**config.mk**
```make
export PLATFORM = sky130hd
export DESIGN_NAME = pipe_hazard_unit
export DESIGN_NICKNAME = d
export VERILOG_FILES = /design/src/rtl/pipe_hazard_pkg.sv /design/src/rtl/pipe_fwd_pick.sv /design/src/rtl/pipe_stall_ctrl.sv /design/src/rtl/pipe_hazard_unit.sv
export SDC_FILE = /design/constraint.sdc
export NUM_CORES = 1
export LEC_CHECK = 0
export BUFFER_PORTS_ARGS = -buffer_cell sky130_fd_sc_hd__clkbuf_2
export CORE_MARGIN = 2
export CORE_UTILIZATION = 25
export CTS_CLUSTER_SIZE = 16
export DETAILED_ROUTE_END_ITERATION = 7
export PLACE_DENSITY = 0.53
export SYNTH_ARGS = -nofsm -noshare
export SYNTH_HDL_FRONTEND = slang
export SYNTH_HIERARCHICAL = 1
export SYNTH_SLANG_ARGS = --single-unit
```
**constraint.sdc**
```tcl
create_clock -name clk_i -period 3.2 [get_ports clk_i]
set_clock_uncertainty 0.1 [all_clocks]
set_input_delay 0.16 -clock clk_i [delete_from_list [all_inputs] [get_ports clk_i]]
set_output_delay 0.16 -clock clk_i [all_outputs]
set_load 0.005 [all_outputs]
```
**src/rtl/pipe_hazard_pkg.sv**
```systemverilog
package pipe_hazard_pkg;
  typedef enum logic [1:0] {
    SEL_RF  = 2'b00,
    SEL_WB  = 2'b01,
    SEL_MEM = 2'b10
  } fwd_sel_e;
endpackage

```
**src/rtl/pipe_fwd_pick.sv**
```systemverilog
module pipe_fwd_pick
  import pipe_hazard_pkg::*;
#(
  parameter int REG_AW = 5
) (
  input  logic [REG_AW-1:0] src_i,
  input  logic [REG_AW-1:0] ex_rd_i,
  input  logic              ex_we_i,
  input  logic [REG_AW-1:0] mem_rd_i,
  input  logic              mem_we_i,
  input  logic              kill_i,
  output fwd_sel_e          sel_o
);
  logic ex_hit, mem_hit;

  // producer in EX reaches MEM when consumer reaches EX
  assign ex_hit  = ex_we_i  && (ex_rd_i  != '0) && (ex_rd_i  == src_i);
  assign mem_hit = mem_we_i && (mem_rd_i != '0) && (mem_rd_i == src_i);

  always_comb begin
    if (kill_i)       sel_o = SEL_RF;
    else if (ex_hit)  sel_o = SEL_MEM;
    else if (mem_hit) sel_o = SEL_WB;
    else              sel_o = SEL_RF;
  end
endmodule

```
**src/rtl/pipe_stall_ctrl.sv**
```systemverilog
module pipe_stall_ctrl #(
  parameter int REG_AW = 5
) (
  input  logic [REG_AW-1:0] rs1_i,
  input  logic [REG_AW-1:0] rs2_i,
  input  logic [REG_AW-1:0] ex_rd_i,
  input  logic              ex_we_i,
  input  logic              ex_load_i,
  input  logic              branch_i,
  output logic              hold_o,
  output logic              bubble_o,
  output logic              flush_o
);
  logic load_use;

  assign load_use = ex_load_i && ex_we_i && (ex_rd_i != '0) &&
                    ((ex_rd_i == rs1_i) || (ex_rd_i == rs2_i));

  // decode instruction is wrong-path on a taken branch: no hold needed
  assign hold_o   = load_use && !branch_i;
  assign flush_o  = branch_i;
  assign bubble_o = load_use || branch_i;
endmodule

```
**src/rtl/pipe_hazard_unit.sv**
```systemverilog
module pipe_hazard_unit
  import pipe_hazard_pkg::*;
#(
  parameter int REG_AW = 5
) (
  input  logic              clk_i,
  input  logic              rst_ni,
  input  logic [REG_AW-1:0] id_rs1_i,
  input  logic [REG_AW-1:0] id_rs2_i,
  input  logic [REG_AW-1:0] ex_rd_i,
  input  logic              ex_we_i,
  input  logic              ex_load_i,
  input  logic [REG_AW-1:0] mem_rd_i,
  input  logic              mem_we_i,
  input  logic              branch_taken_i,
  output logic [1:0]        fwd_a_o,
  output logic [1:0]        fwd_b_o,
  output logic              hold_o,
  output logic              bubble_o,
  output logic              flush_o
);
  localparam int NumSrc = 2;

  logic [REG_AW-1:0] src[NumSrc];
  fwd_sel_e          sel_d[NumSrc];
  fwd_sel_e          sel_q[NumSrc];
  logic              bubble;

  assign src[0] = id_rs1_i;
  assign src[1] = id_rs2_i;

  pipe_stall_ctrl #(.REG_AW(REG_AW)) u_stall (
    .rs1_i     (id_rs1_i),
    .rs2_i     (id_rs2_i),
    .ex_rd_i   (ex_rd_i),
    .ex_we_i   (ex_we_i),
    .ex_load_i (ex_load_i),
    .branch_i  (branch_taken_i),
    .hold_o    (hold_o),
    .bubble_o  (bubble),
    .flush_o   (flush_o)
  );

  assign bubble_o = bubble;

  for (genvar g = 0; g < NumSrc; g++) begin : g_src
    pipe_fwd_pick #(.REG_AW(REG_AW)) u_pick (
      .src_i    (src[g]),
      .ex_rd_i  (ex_rd_i),
      .ex_we_i  (ex_we_i),
      .mem_rd_i (mem_rd_i),
      .mem_we_i (mem_we_i),
      .kill_i   (bubble),
      .sel_o    (sel_d[g])
    );

    always_ff @(posedge clk_i or negedge rst_ni) begin
      if (!rst_ni) sel_q[g] <= SEL_RF;
      else         sel_q[g] <= sel_d[g];
    end
  end

  assign fwd_a_o = sel_q[0];
  assign fwd_b_o = sel_q[1];
endmodule

```
# After elaboration in Yosys (flattened, before gate mapping)
# Index checks and enable logic that the tools add are counted.
word_totals:
  ff_bits: 4
  input_bits: 26
  output_inout_bits: 7
  wordCells: 27
op_classes:
  eq_ne: 4
  n_mux: 6
  n_reduce_logical: 15
op_table:
  columns: ["operator", "n"]
  rows:
  - ["== test 5 bit", 4]
  - ["logical AND 1 bit", 10]
  - ["nonzero test 5 bit", 2]
  - ["two-way mux 2 bit", 4]
  - ["logical OR 1 bit", 2]
  - ["two-way mux 1 bit", 2]
  - ["logical NOT 1 bit", 1]

# Longest topological paths before layout
# Gate-level depths: netlist (run 1).
depth:
  depth_word: 6
  depth_mapped: 6
  depth_no_buf: 6

# Hierarchy
# Netlist (run 1), hierarchy kept.
by_module_without_submodules:
  columns: ["module", "n_inst", "cells_each", "area_each_um2", "seq_area_each_um2"]
  rows:
  - ["pipe_fwd_pick", 2, 21, 171.4, 0.0]
  - ["pipe_stall_ctrl", 1, 20, 152.6, 0.0]
  - ["pipe_hazard_unit", 1, 4, 100.1, 100.1]

# Least setup slack after synthesis (run 1)
# No wires, ideal clock.
synth_path:
  kind: "input -> register"
  from: "in ex_rd_i[3]"
  to: "reg sel_q (netlist bit fwd_a_o[0])"
  setup_ns: 0.080
  arrival_ns: 1.421
  required_ns: 3.020
  setup_slack_ns: 1.598
  path_stages: 5
  path_buffers: 0
  path_cell_list: "or4_1 o211ai_2 o21bai_1 nand4b_1 nor3_2"
synth_rtl:
  columns: ["element", "line_no", "source"]
  rows:
  - ["start: declaration", "pipe_hazard_unit.sv:10", "input logic [REG_AW-1:0] ex_rd_i,"]
  - ["end signal: indexed assignment", "pipe_hazard_unit.sv:59", "else sel_q[g] <= sel_d[g];"]
  - ["end: declaration", "pipe_hazard_unit.sv:26", "fwd_sel_e sel_q[NumSrc];"]

# Final worst setup path (run 1)
layout_path:
  from: "in ex_rd_i[2]"
  to: "out bubble_o"
layout_between:
  elab_chain_len: 4
  elab_cells_between_ends: 7
  cone_classes: "eq/ne (2); reduce/logical (5)"
layout_rtl:
  columns: ["element", "line_no", "source"]
  rows:
  - ["== test 5 bit or nonzero test 5 bit (tied branches)", "pipe_stall_ctrl.sv:17, pipe_stall_ctrl.sv:16", null]
  - ["logical OR 1 bit or logical AND 1 bit (tied branches)", "pipe_stall_ctrl.sv:17, pipe_stall_ctrl.sv:16", null]
  - ["logical AND 1 bit *", "pipe_stall_ctrl.sv:16", "assign load_use = ex_load_i && ex_we_i && (ex_rd_i != '0) &&"]
  - ["logical OR 1 bit *", "pipe_stall_ctrl.sv:22", "assign bubble_o = load_use || branch_i;"]
  - ["end: declaration", "pipe_hazard_unit.sv:19", "output logic bubble_o,"]
# Every way passes the cells marked *; elsewhere a longest branch is shown, timed or not.

==> reports/results.md, run 1 <==
### Timing
- 565.0 MHz — highest achievable clock rate
- 0 ps — setup TNS after final layout
- no — RSZ-0062 raised after global routing
- 60.54% — Relative slew margins
- 0 — setup-violating endpoint count in the final report
- 102.0 ps — worst hold slack
- 590.7 ps — pin slew with the least headroom to its limit
- 55.31% — period utilization
- 1430 ps — post-layout worst setup margin
- 1770 ps — post-layout minimum cycle time
- 0 — Slew Viols, Final
- 0 — Hold Violations, Final

### Route
- 4 — number of detailed-route iterations in the first pass
- 4.643 — via count normalized by instance count
- 2 — drt first-iter violations
- 0 — Antenna Violating Nets Remaining
- 1.559 mm — total wire length after detailed routing
- 0 — DRC violations left
- 12.09 um — routed wirelength normalized by instance count
- 599 — DR vias

### Floorplan
- 33 — number of I/O pins
- 52.81 um — Die Y
- 17 — num rows
- 0.002789 mm^2 — area of the die
- 0.002233 mm^2 — core region area
- 52.81 um — Die Width
- 26.67% — Initial Utilization

### Worst setup path
- 5 — critical path peak fanout
- 2940 ps — worst path required time
- output pin — sort of element at the end of the critical path
- input pin to output pin — WS Path Type
- input pin — critical path launch point type
- 1510 ps — Worst Path Arrival

### Yosys
- 595.6 um^2 — Syn Std Cell Area
- 92 — post-synth net total
- 9.024 um^2 — mean area per synthesized cell
- 21 — number of distinct standard cells referenced by the synthesized netlist
- 66 — cell count after synthesis
- 16.81% — part of the Yosys area used for sequential elements
- 6 — Ys Warns
- 4 — FF+latch count, synth

### Clock tree
- built — TritonCTS clock tree
- 0 — Resized cells post-CTS
- 30 ps — clock slew at reported path FFs
- 2 — Max Buffers Root-to-Sink
- 1 — number of levels the H-tree was split into
- 4 — total clock sinks
- 3 — cts bufs inserted
- sky130_fd_sc_hd__clkbuf_4 — Clock Tree Root

### Finish
- 43.56% — share of cells above drive strength 1
- 36.97% — area overhead of the layout relative to synthesis
- 0 — count of inserted antenna diode cells
- 129 — net count of the finished layout
- 815.8 um^2 — design area
- 36.53% — final core utilization

### Worst hold path
- 3 — hold path cells
- input pin to flip-flop — path class of the lowest-slack min-delay path

### Placement
- 1353 ps — Post-Place Setup Slack
- 32 — number of buffer cells added on primary ports
- 783.3 um^2 — Placed Area
- 1.328 mm — dpl hpwl
- 0.7298 — GP Congestion

### Outcome
- finished, final reports clean — status

### Flow run
- 0 — max-cap check violation count

### Power and ir drop
- 0.3544 nW — leakage dissipation
- 0.1073 mV — Worst VDD drop
- 237.9 mW/mm^2 — Power Dens Cells

### Global routing
- 0 — GRT Residual Overflow
- 2.490 mm — global-route wire length before repair
- 12.46% — aggregate global-route resource usage
- 584 — via count of the first global-routing pass
- 8 — largest net degree at the start of global routing
- 0 — number of antenna violations at the first check in global routing

[power by group]
group          switching (mW)  internal (mW)  total [mW]
combinational          0.0443         0.0380      0.0823
sequential           0.000100         0.0513      0.0514
clock                  0.0185         0.0418      0.0603
[layout make-up]
class | count | area [um^2]
fill | 246 | 1418
multi-input combinational | 61 | 488.0
timing repair buffer | 33 | 170.2
sequential | 4 | 100.1
tap | 28 | 35.03
clock buffer | 3 | 22.52
[per-stage QoR]
stage / cells / total power [mW]
final: 129 / 0.1941
after CTS: 129 / 0.1989
after floorplan: 66 / 0.09280
after global placement: 125 / 0.1331
after detailed placement: 125 / 0.1337
after global routing: 129 / 0.2093
[critical path, cell delays in order]
cell and delay [ps]:
sky130_fd_sc_hd__clkbuf_2 140, sky130_fd_sc_hd__xor2_1 170, sky130_fd_sc_hd__nor3_1 200, sky130_fd_sc_hd__a22oi_1 110, sky130_fd_sc_hd__o21bai_1 510, sky130_fd_sc_hd__clkbuf_2 210
[registers in the layout (all words and copies together), names as in the netlist]
| signal | flops |
|---|---|
| fwd_a_o | 2 |
| fwd_b_o | 2 |
[cells by family (layout without fill, tap and decap cells)]
kind of cell | Yosys count | count (layout) | synth area share, %
and+or+nand+nor | 28 | 28 | 34.45
xor gates and xnor gates | 26 | 26 | 38.23
AOI/OAI and AO/OA | 7 | 7 | 9.245
DFF | 4 | 4 | 16.81
buffers and inverters | 1 | 36 | 1.261
[repair_timing]
item	in CTS	in global routing
hold endpoints to repair	4	0
setup endpoints to repair	0	0
buffers inserted	0	0
hold buffers	1	0
[cell usage after synthesis]
library cell | count | area, um^2
sky130_fd_sc_hd__buf_4 | 1 | 7.510
sky130_fd_sc_hd__nand4b_1 | 2 | 17.52
sky130_fd_sc_hd__o211ai_2 | 1 | 12.51
sky130_fd_sc_hd__nand2b_1 | 2 | 12.51
sky130_fd_sc_hd__nor2_1 | 4 | 15.01
sky130_fd_sc_hd__or4_1 | 1 | 7.510
sky130_fd_sc_hd__o21bai_1 | 1 | 7.510
sky130_fd_sc_hd__dfrtp_1 | 4 | 100.1
sky130_fd_sc_hd__o2111ai_1 | 2 | 17.52
sky130_fd_sc_hd__nor4_2 | 2 | 25.02
sky130_fd_sc_hd__a22oi_1 | 1 | 7.510
sky130_fd_sc_hd__nand2_1 | 2 | 7.510
sky130_fd_sc_hd__or2_1 | 2 | 12.51
sky130_fd_sc_hd__xor2_1 | 16 | 140.1
sky130_fd_sc_hd__nor3_2 | 2 | 20.02
sky130_fd_sc_hd__xnor2_1 | 10 | 87.58
sky130_fd_sc_hd__nor4_1 | 2 | 12.51
sky130_fd_sc_hd__nor2b_4 | 2 | 27.53
sky130_fd_sc_hd__nor3_1 | 5 | 25.02
sky130_fd_sc_hd__o21ai_1 | 2 | 10.01
sky130_fd_sc_hd__and4_4 | 2 | 22.52
[final timing paths]
kind	from	endpoint
max	ex_rd_i[2]	bubble_o
min in group asynchronous	rst_ni	fwd_a_o[1]
max in group asynchronous	rst_ni	fwd_b_o[0]
min	mem_we_i	fwd_b_o[0]
[routing by layer]
layer	share of wire, %	up-vias	global-route usage [%]
met5	0	-	0
met4	0	0	3.846
met3	9.8	0	2.857
met2	45	27	21.25
met1	46	265	15.31
li1	-	307	-
[placed cells by master (no fill, tap or decap)]
cell / count
sky130_fd_sc_hd__or4_1: 1
sky130_fd_sc_hd__clkbuf_4: 3
sky130_fd_sc_hd__nor4_2: 2
sky130_fd_sc_hd__a22oi_1: 1
sky130_fd_sc_hd__xor2_1: 16
sky130_fd_sc_hd__nor3_1: 5
sky130_fd_sc_hd__nor2_1: 4
sky130_fd_sc_hd__nor4_1: 2
sky130_fd_sc_hd__nand4b_1: 2
sky130_fd_sc_hd__xnor2_1: 10
sky130_fd_sc_hd__nor2b_4: 2
sky130_fd_sc_hd__clkbuf_2: 32
sky130_fd_sc_hd__or2_1: 2
sky130_fd_sc_hd__nor3_2: 2
sky130_fd_sc_hd__dfrtp_1: 4
sky130_fd_sc_hd__dlygate4sd3_1: 1
sky130_fd_sc_hd__o211ai_2: 1
sky130_fd_sc_hd__o2111ai_1: 2
sky130_fd_sc_hd__nand2b_1: 2
sky130_fd_sc_hd__nand2_1: 2
sky130_fd_sc_hd__o21bai_1: 1
sky130_fd_sc_hd__o21ai_1: 2
sky130_fd_sc_hd__and4_4: 2
No activity file was read; power rests on OpenSTA's default activity.
==> run 2: changes to the inputs <==
clock period = 1.7 ns   (was 3.2 ns; I/O delays follow)
==> reports/results.md, run 2 (synthesis gave the netlist of run 1 again) <==
### Timing
- 0 ps — setup TNS after final layout, unchanged
- 1499 ps — post-layout minimum cycle time
- 0 — setup-violating endpoint count in the final report, unchanged
- 667.0 MHz — highest achievable clock rate
- 88.19% — period utilization
- 77.44% — Relative slew margins, +17 points
- no — RSZ-0062 raised after global routing
- 0 — Hold Violations, Final, unchanged
- 0 — Slew Viols, Final, unchanged
- 337.7 ps — pin slew with the least headroom to its limit, -253.0 ps

### Finish
- 32 x sky130_fd_sc_hd__clkbuf_2, 16 x sky130_fd_sc_hd__xor2_1, 10 x sky130_fd_sc_hd__xnor2_1, 5 x sky130_fd_sc_hd__nor3_1 — most used cells in the layout excluding fill and tap cells
- 133 — net count of the finished layout, +3.1%
- 37.87% — final core utilization, +1.3 points
- 45.71% — share of cells above drive strength 1, +2.1 points
- sky130_fd_sc_hd__clkbuf_2 — most common cell after layout, fill and taps aside
- 0 — count of inserted antenna diode cells, unchanged
- 42.02% — area overhead of the layout relative to synthesis
- 252 — number of fill cells, +2.4%

### Clock tree
- 1 — number of hold-repair buffers added at the cts stage, unchanged
- 0 — Resized cells post-CTS, unchanged
- sky130_fd_sc_hd__clkbuf_4 — Clock Tree Root
- 4 — total clock sinks, unchanged
- 2 — Max Buffers Root-to-Sink, unchanged
- 0 — number of buffers inserted by post-CTS setup repair, unchanged
- 1 — number of levels the H-tree was split into, unchanged
- built — TritonCTS clock tree
- 3 — cts bufs inserted, unchanged
- 40 ps — clock slew at reported path FFs, about the same

### Worst setup path
- 1510 ps — worst path required time, -1430 ps
- clkbuf_2 > buf_4 > xor2_1 > nor3_1 > a22oi_1 > o21bai_1 > clkbuf_2 — worst path cell trace
- 6 — critical path peak fanout, +1
- compound AO/OA/AOI/OAI gates — dominant delay contributor by cell family on the critical path
- output pin — sort of element at the end of the critical path
- input pin to output pin — WS Path Type
- sky130_fd_sc_hd__clkbuf_2 — most frequent CP cell
- input pin — critical path launch point type
- 330 ps — largest stage delay on the critical path, -180 ps
- 3 — worst path buffer plus inverter count, +1
- sky130_fd_sc_hd__o21bai_1 — slowest stage cell on the critical path
- 1310 ps — Worst Path Arrival, -200 ps

### Global routing
- 613 — via count of the first global-routing pass, +5.0%
- 2.571% — met3 capacity usage during global routing, -0.29 points
- 21.88% — met2 usage, +0.63 points
- 2.684 mm — global-route wire length before repair, +7.8%
- 0 — GRT Residual Overflow, unchanged
- 0 — number of antenna violations at the first check in global routing, unchanged
- 13.15% — aggregate global-route resource usage, +0.69 points
- 16.44% — met1 demand-to-capacity share in global routing, +1.1 points
- 7 — largest net degree at the start of global routing, -1
- met2 — Most Crowded Layer GR

### Floorplan
- 17 — num rows, unchanged
- 33 — number of I/O pins, unchanged
- 52.81 um — Die Width, unchanged
- 26.67% — Initial Utilization, unchanged
- 0.002233 mm^2 — core region area, unchanged
- 52.81 um — Die Y, unchanged
- 0.002789 mm^2 — area of the die, unchanged

### Power and ir drop
- 0.3736 nW — leakage dissipation, +5.4%
- 0.2102 mV — Worst VDD drop, +96%
- 445.7 mW/mm^2 — Power Dens Cells, +87%

### Flow run
- 0 — max-cap check violation count, unchanged

### Worst hold path
- input pin to flip-flop — path class of the lowest-slack min-delay path

### Outcome
- finished, final reports clean — status

### Placement
- 1.431 mm — dpl hpwl, +7.7%
- 0.7903 — GP Congestion, +8.3%
- 32 — number of buffer cells added on primary ports, unchanged

### Route
- 4.594 — via count normalized by instance count, -1.1%
- 611 — DR vias, +2.0%
- 3 — drt first-iter violations, +1
- 2 — number of detailed-route iterations in the first pass, -2
- 0 — Antenna Violating Nets Remaining, unchanged
- 0 — DRC violations left, unchanged
- 12.38 um — routed wirelength normalized by instance count, +2.5%
- 1.647 mm — total wire length after detailed routing, +5.6%

run 2: final timing paths:
kind,startpoint,end,slack [ps],depth (start not counted)
setup / recovery,ex_rd_i[4],bubble_o,200,7
max in group asynchronous,rst_ni,fwd_b_o[1],1290,2
min in group asynchronous,rst_ni,fwd_a_o[0],90,2
hold / removal,mem_we_i,fwd_b_o[0],40,3
run 2: cell type report:
cell class	instances	area, um^2	area share [%]
timing repair buffer	37	200.2	23.67
tap	28	35.03	4.142
sequential	4	100.1	11.83
multi-input combinational	61	488.0	57.69
clock buffer	3	22.52	2.663
run 2: metal layers:
layer  part of all wire, %  vias to the layer above
met5                     0                        -
met4                     0                        0
met3                   8.1                        0
met2                    46                       29
met1                    46                      268
li1                      -                      314
run 2: power breakdown:
part           switching, mW  total, mW  internal [mW]
Combinational         0.0852      0.163         0.0779
Clock                 0.0381      0.117         0.0789
Sequential          0.000208     0.0968         0.0966
Total                  0.124      0.377          0.253
run 2: tightest hold or removal path: cells and delay by family:
family	cells	cell delay (ps)
buffers and inverters	1	100
AND/OR/NAND/NOR	2	150
run 2: stage by stage:
step	hold slack [ps]	power, mW	cell area [um^2]	instances	setup WS, ps
CTS	30.84	0.3830	845.8	133	183.3
finish	35.66	0.3769	845.8	133	200.8
global route	55.27	0.4030	845.8	133	41.81
detailed placement	-203.8	0.2615	813.3	129	86.72
floorplan	-310.6	0.1747	595.6	66	173.4
global placement	-206.7	0.2575	813.3	129	134.9
==> run 3: changes to the inputs <==
BUFFER_PORTS_ARGS = -buffer_cell sky130_fd_sc_hd__buf_2   (was -buffer_cell sky130_fd_sc_hd__clkbuf_2)
CTS_BUF_LIST = sky130_fd_sc_hd__clkbuf_8   (was unset)
==> reports/results.md, run 3 (synthesis gave the netlist of run 1 again) <==
### Global routing
- 2.753 mm — global-route wire length before repair, +2.6%
- 0 — number of antenna violations at the first check in global routing, unchanged
- 7 — largest net degree at the start of global routing, unchanged
- 13.45% — aggregate global-route resource usage, +0.30 points
- 0 — GRT Residual Overflow, unchanged
- 16.81% — met1 demand-to-capacity share in global routing, +0.37 points
- 644 — via count of the first global-routing pass, +5.1%
- 2.286% — met3 capacity usage during global routing, -0.29 points
- 23.33% — met2 usage, +1.5 points
- met2 — Most Crowded Layer GR

### Route
- 0 — Antenna Violating Nets Remaining, unchanged
- 2 — number of detailed-route iterations in the first pass, unchanged
- 4.692 — via count normalized by instance count, +2.1%
- 12.20 um — routed wirelength normalized by instance count, -1.5%
- 1.622 mm — total wire length after detailed routing, -1.5%
- 4 — drt first-iter violations, +1
- 0 — DRC violations left, unchanged
- 624 — DR vias, +2.1%

### Worst setup path
- input pin — critical path launch point type
- sky130_fd_sc_hd__o21bai_1 — slowest stage cell on the critical path
- buf_2 > buf_4 > xor2_1 > nor3_1 > a22oi_1 > o21bai_1 > buf_2 — worst path cell trace
- sky130_fd_sc_hd__buf_2 — most frequent CP cell
- input pin to output pin — WS Path Type
- output pin — sort of element at the end of the critical path
- 300 ps — largest stage delay on the critical path, -30 ps
- 1510 ps — worst path required time, about the same
- 1250 ps — Worst Path Arrival, -60 ps
- 3 — worst path buffer plus inverter count, unchanged
- buffers and inverters — dominant delay contributor by cell family on the critical path
- 6 — critical path peak fanout, unchanged

### Finish
- 45.71% — share of cells above drive strength 1, unchanged
- 0 — count of inserted antenna diode cells, unchanged
- 38.71% — final core utilization, +0.84 points
- 32 x sky130_fd_sc_hd__buf_2, 16 x sky130_fd_sc_hd__xor2_1, 10 x sky130_fd_sc_hd__xnor2_1, 5 x sky130_fd_sc_hd__nor3_1 — most used cells in the layout excluding fill and tap cells
- 864.6 um^2 — design area, +2.2%
- 133 — final cell count without fillers, unchanged
- 45.17% — area overhead of the layout relative to synthesis
- sky130_fd_sc_hd__buf_2 — most common cell after layout, fill and taps aside
- 133 — net count of the finished layout, unchanged

### Clock tree
- 30 ps — clock slew at reported path FFs, about the same
- 3 — cts bufs inserted, unchanged
- 2 — Max Buffers Root-to-Sink, unchanged
- 0 — number of buffers inserted by post-CTS setup repair, unchanged
- sky130_fd_sc_hd__clkbuf_8 — Clock Tree Root
- built — TritonCTS clock tree
- 4 — total clock sinks, unchanged
- 1 — number of levels the H-tree was split into, unchanged

### Floorplan
- 52.81 um — Die Y, unchanged
- 33 — number of I/O pins, unchanged
- 0.002233 mm^2 — core region area, unchanged
- 52.81 um — Die Width, unchanged
- 0.002789 mm^2 — area of the die, unchanged
- 17 — num rows, unchanged
- 26.67% — Initial Utilization, unchanged

### Timing
- 694.6 MHz — highest achievable clock rate, +4.1%
- 305.2 ps — pin slew with the least headroom to its limit, -32.53 ps
- 0 — setup-violating endpoint count in the final report, unchanged
- 79.61% — Relative slew margins, +2.2 points
- no — RSZ-0062 raised after global routing
- 0 — Hold Violations, Final, unchanged
- 0 — Slew Viols, Final, unchanged
- 84.69% — period utilization, -3.5 points
- 260.3 ps — post-layout worst setup margin, +59.45 ps
- 1440 ps — post-layout minimum cycle time, -59.45 ps
- 0 ps — setup TNS after final layout, unchanged

### Placement
- 1.414 mm — dpl hpwl, -1.2%
- 0.8065 — GP Congestion, +2.0%
- 813.3 um^2 — Placed Area, unchanged
- 101.1 ps — Post-Place Setup Slack, +14.34 ps
- 32 — number of buffer cells added on primary ports, unchanged
- 129 — # placed instances, unchanged

### Power and ir drop
- 0.2953 mV — Worst VDD drop, +41%
- 36.0% — combinational fraction of design power, -7.3 points
- 28.16% — sw frac, -4.6 points
- 0.3801 nW — leakage dissipation, +1.7%
- 21.4% — share of power burned in registers, -4.3 points
- 42.6% — Clk network pwr share, +12 points
- 127.6 uW — switching power, +3.3%
- 325.6 uW — cell internal pwr, +28%
- 524.3 mW/mm^2 — Power Dens Cells, +18%

### Flow run
- 0 — max-cap check violation count, unchanged

### Outcome
- finished, final reports clean — status

### Worst hold path
- input pin to flip-flop — path class of the lowest-slack min-delay path

## run 3: worst min-delay path, stage by stage
cell and delay [ps]:
sky130_fd_sc_hd__buf_2 110, sky130_fd_sc_hd__nand4b_1 90, sky130_fd_sc_hd__nor3_2 50
## run 3: per-stage QoR
| stage | hold WS, ps | power [mW] |
|---|---|---|
| after CTS | 58.85 | 0.4625 |
| after floorplan | -310.6 | 0.1747 |
| after global routing | 75.30 | 0.4841 |
| final | 62.06 | 0.4533 |
| after global placement | -208.6 | 0.2578 |
| after detailed placement | -207.3 | 0.2610 |
## run 3: worst paths after layout
path,startpoint,to,slack [ps],cells after the start
min,mem_we_i,fwd_b_o[0],60,3
max,ex_rd_i[4],bubble_o,260,7
min in group asynchronous,rst_ni,fwd_b_o[0],110,2
max in group asynchronous,rst_ni,fwd_a_o[1],1280,2
## run 3: cell type report
class,count,area (um^2)
Fill cell,239,1369
Multi-Input combinational cell,61,488.0
Timing Repair Buffer,37,200.2
Sequential cell,4,100.1
Clock buffer,3,41.29
Tap cell,28,35.03
## run 3: power groups by stage
| stage | sequential [mW] | clock (mW) | combinational (mW) |
|---|---|---|---|
| floorplan | 0.0982 | 0 | 0.0765 |
| global placement | 0.0979 | 0 | 0.160 |
| detailed placement | 0.0980 | 0 | 0.163 |
| CTS | 0.0970 | 0.200 | 0.165 |
| global route | 0.0970 | 0.204 | 0.183 |
| finish | 0.0970 | 0.193 | 0.163 |
## run 3: per-layer routing
metal,wire [um],vias up
met3,127,0
met1,728,283
li1,-,314
met4,0,0
met5,0,-
met2,765,27
## run 3: repair_timing
| action | 4_1_cts | 5_1_grt |
|---|---|---|
| hold endpoints to repair | 4 | 0 |
| hold buffers | 1 | 0 |
| resized for setup | 0 | 0 |
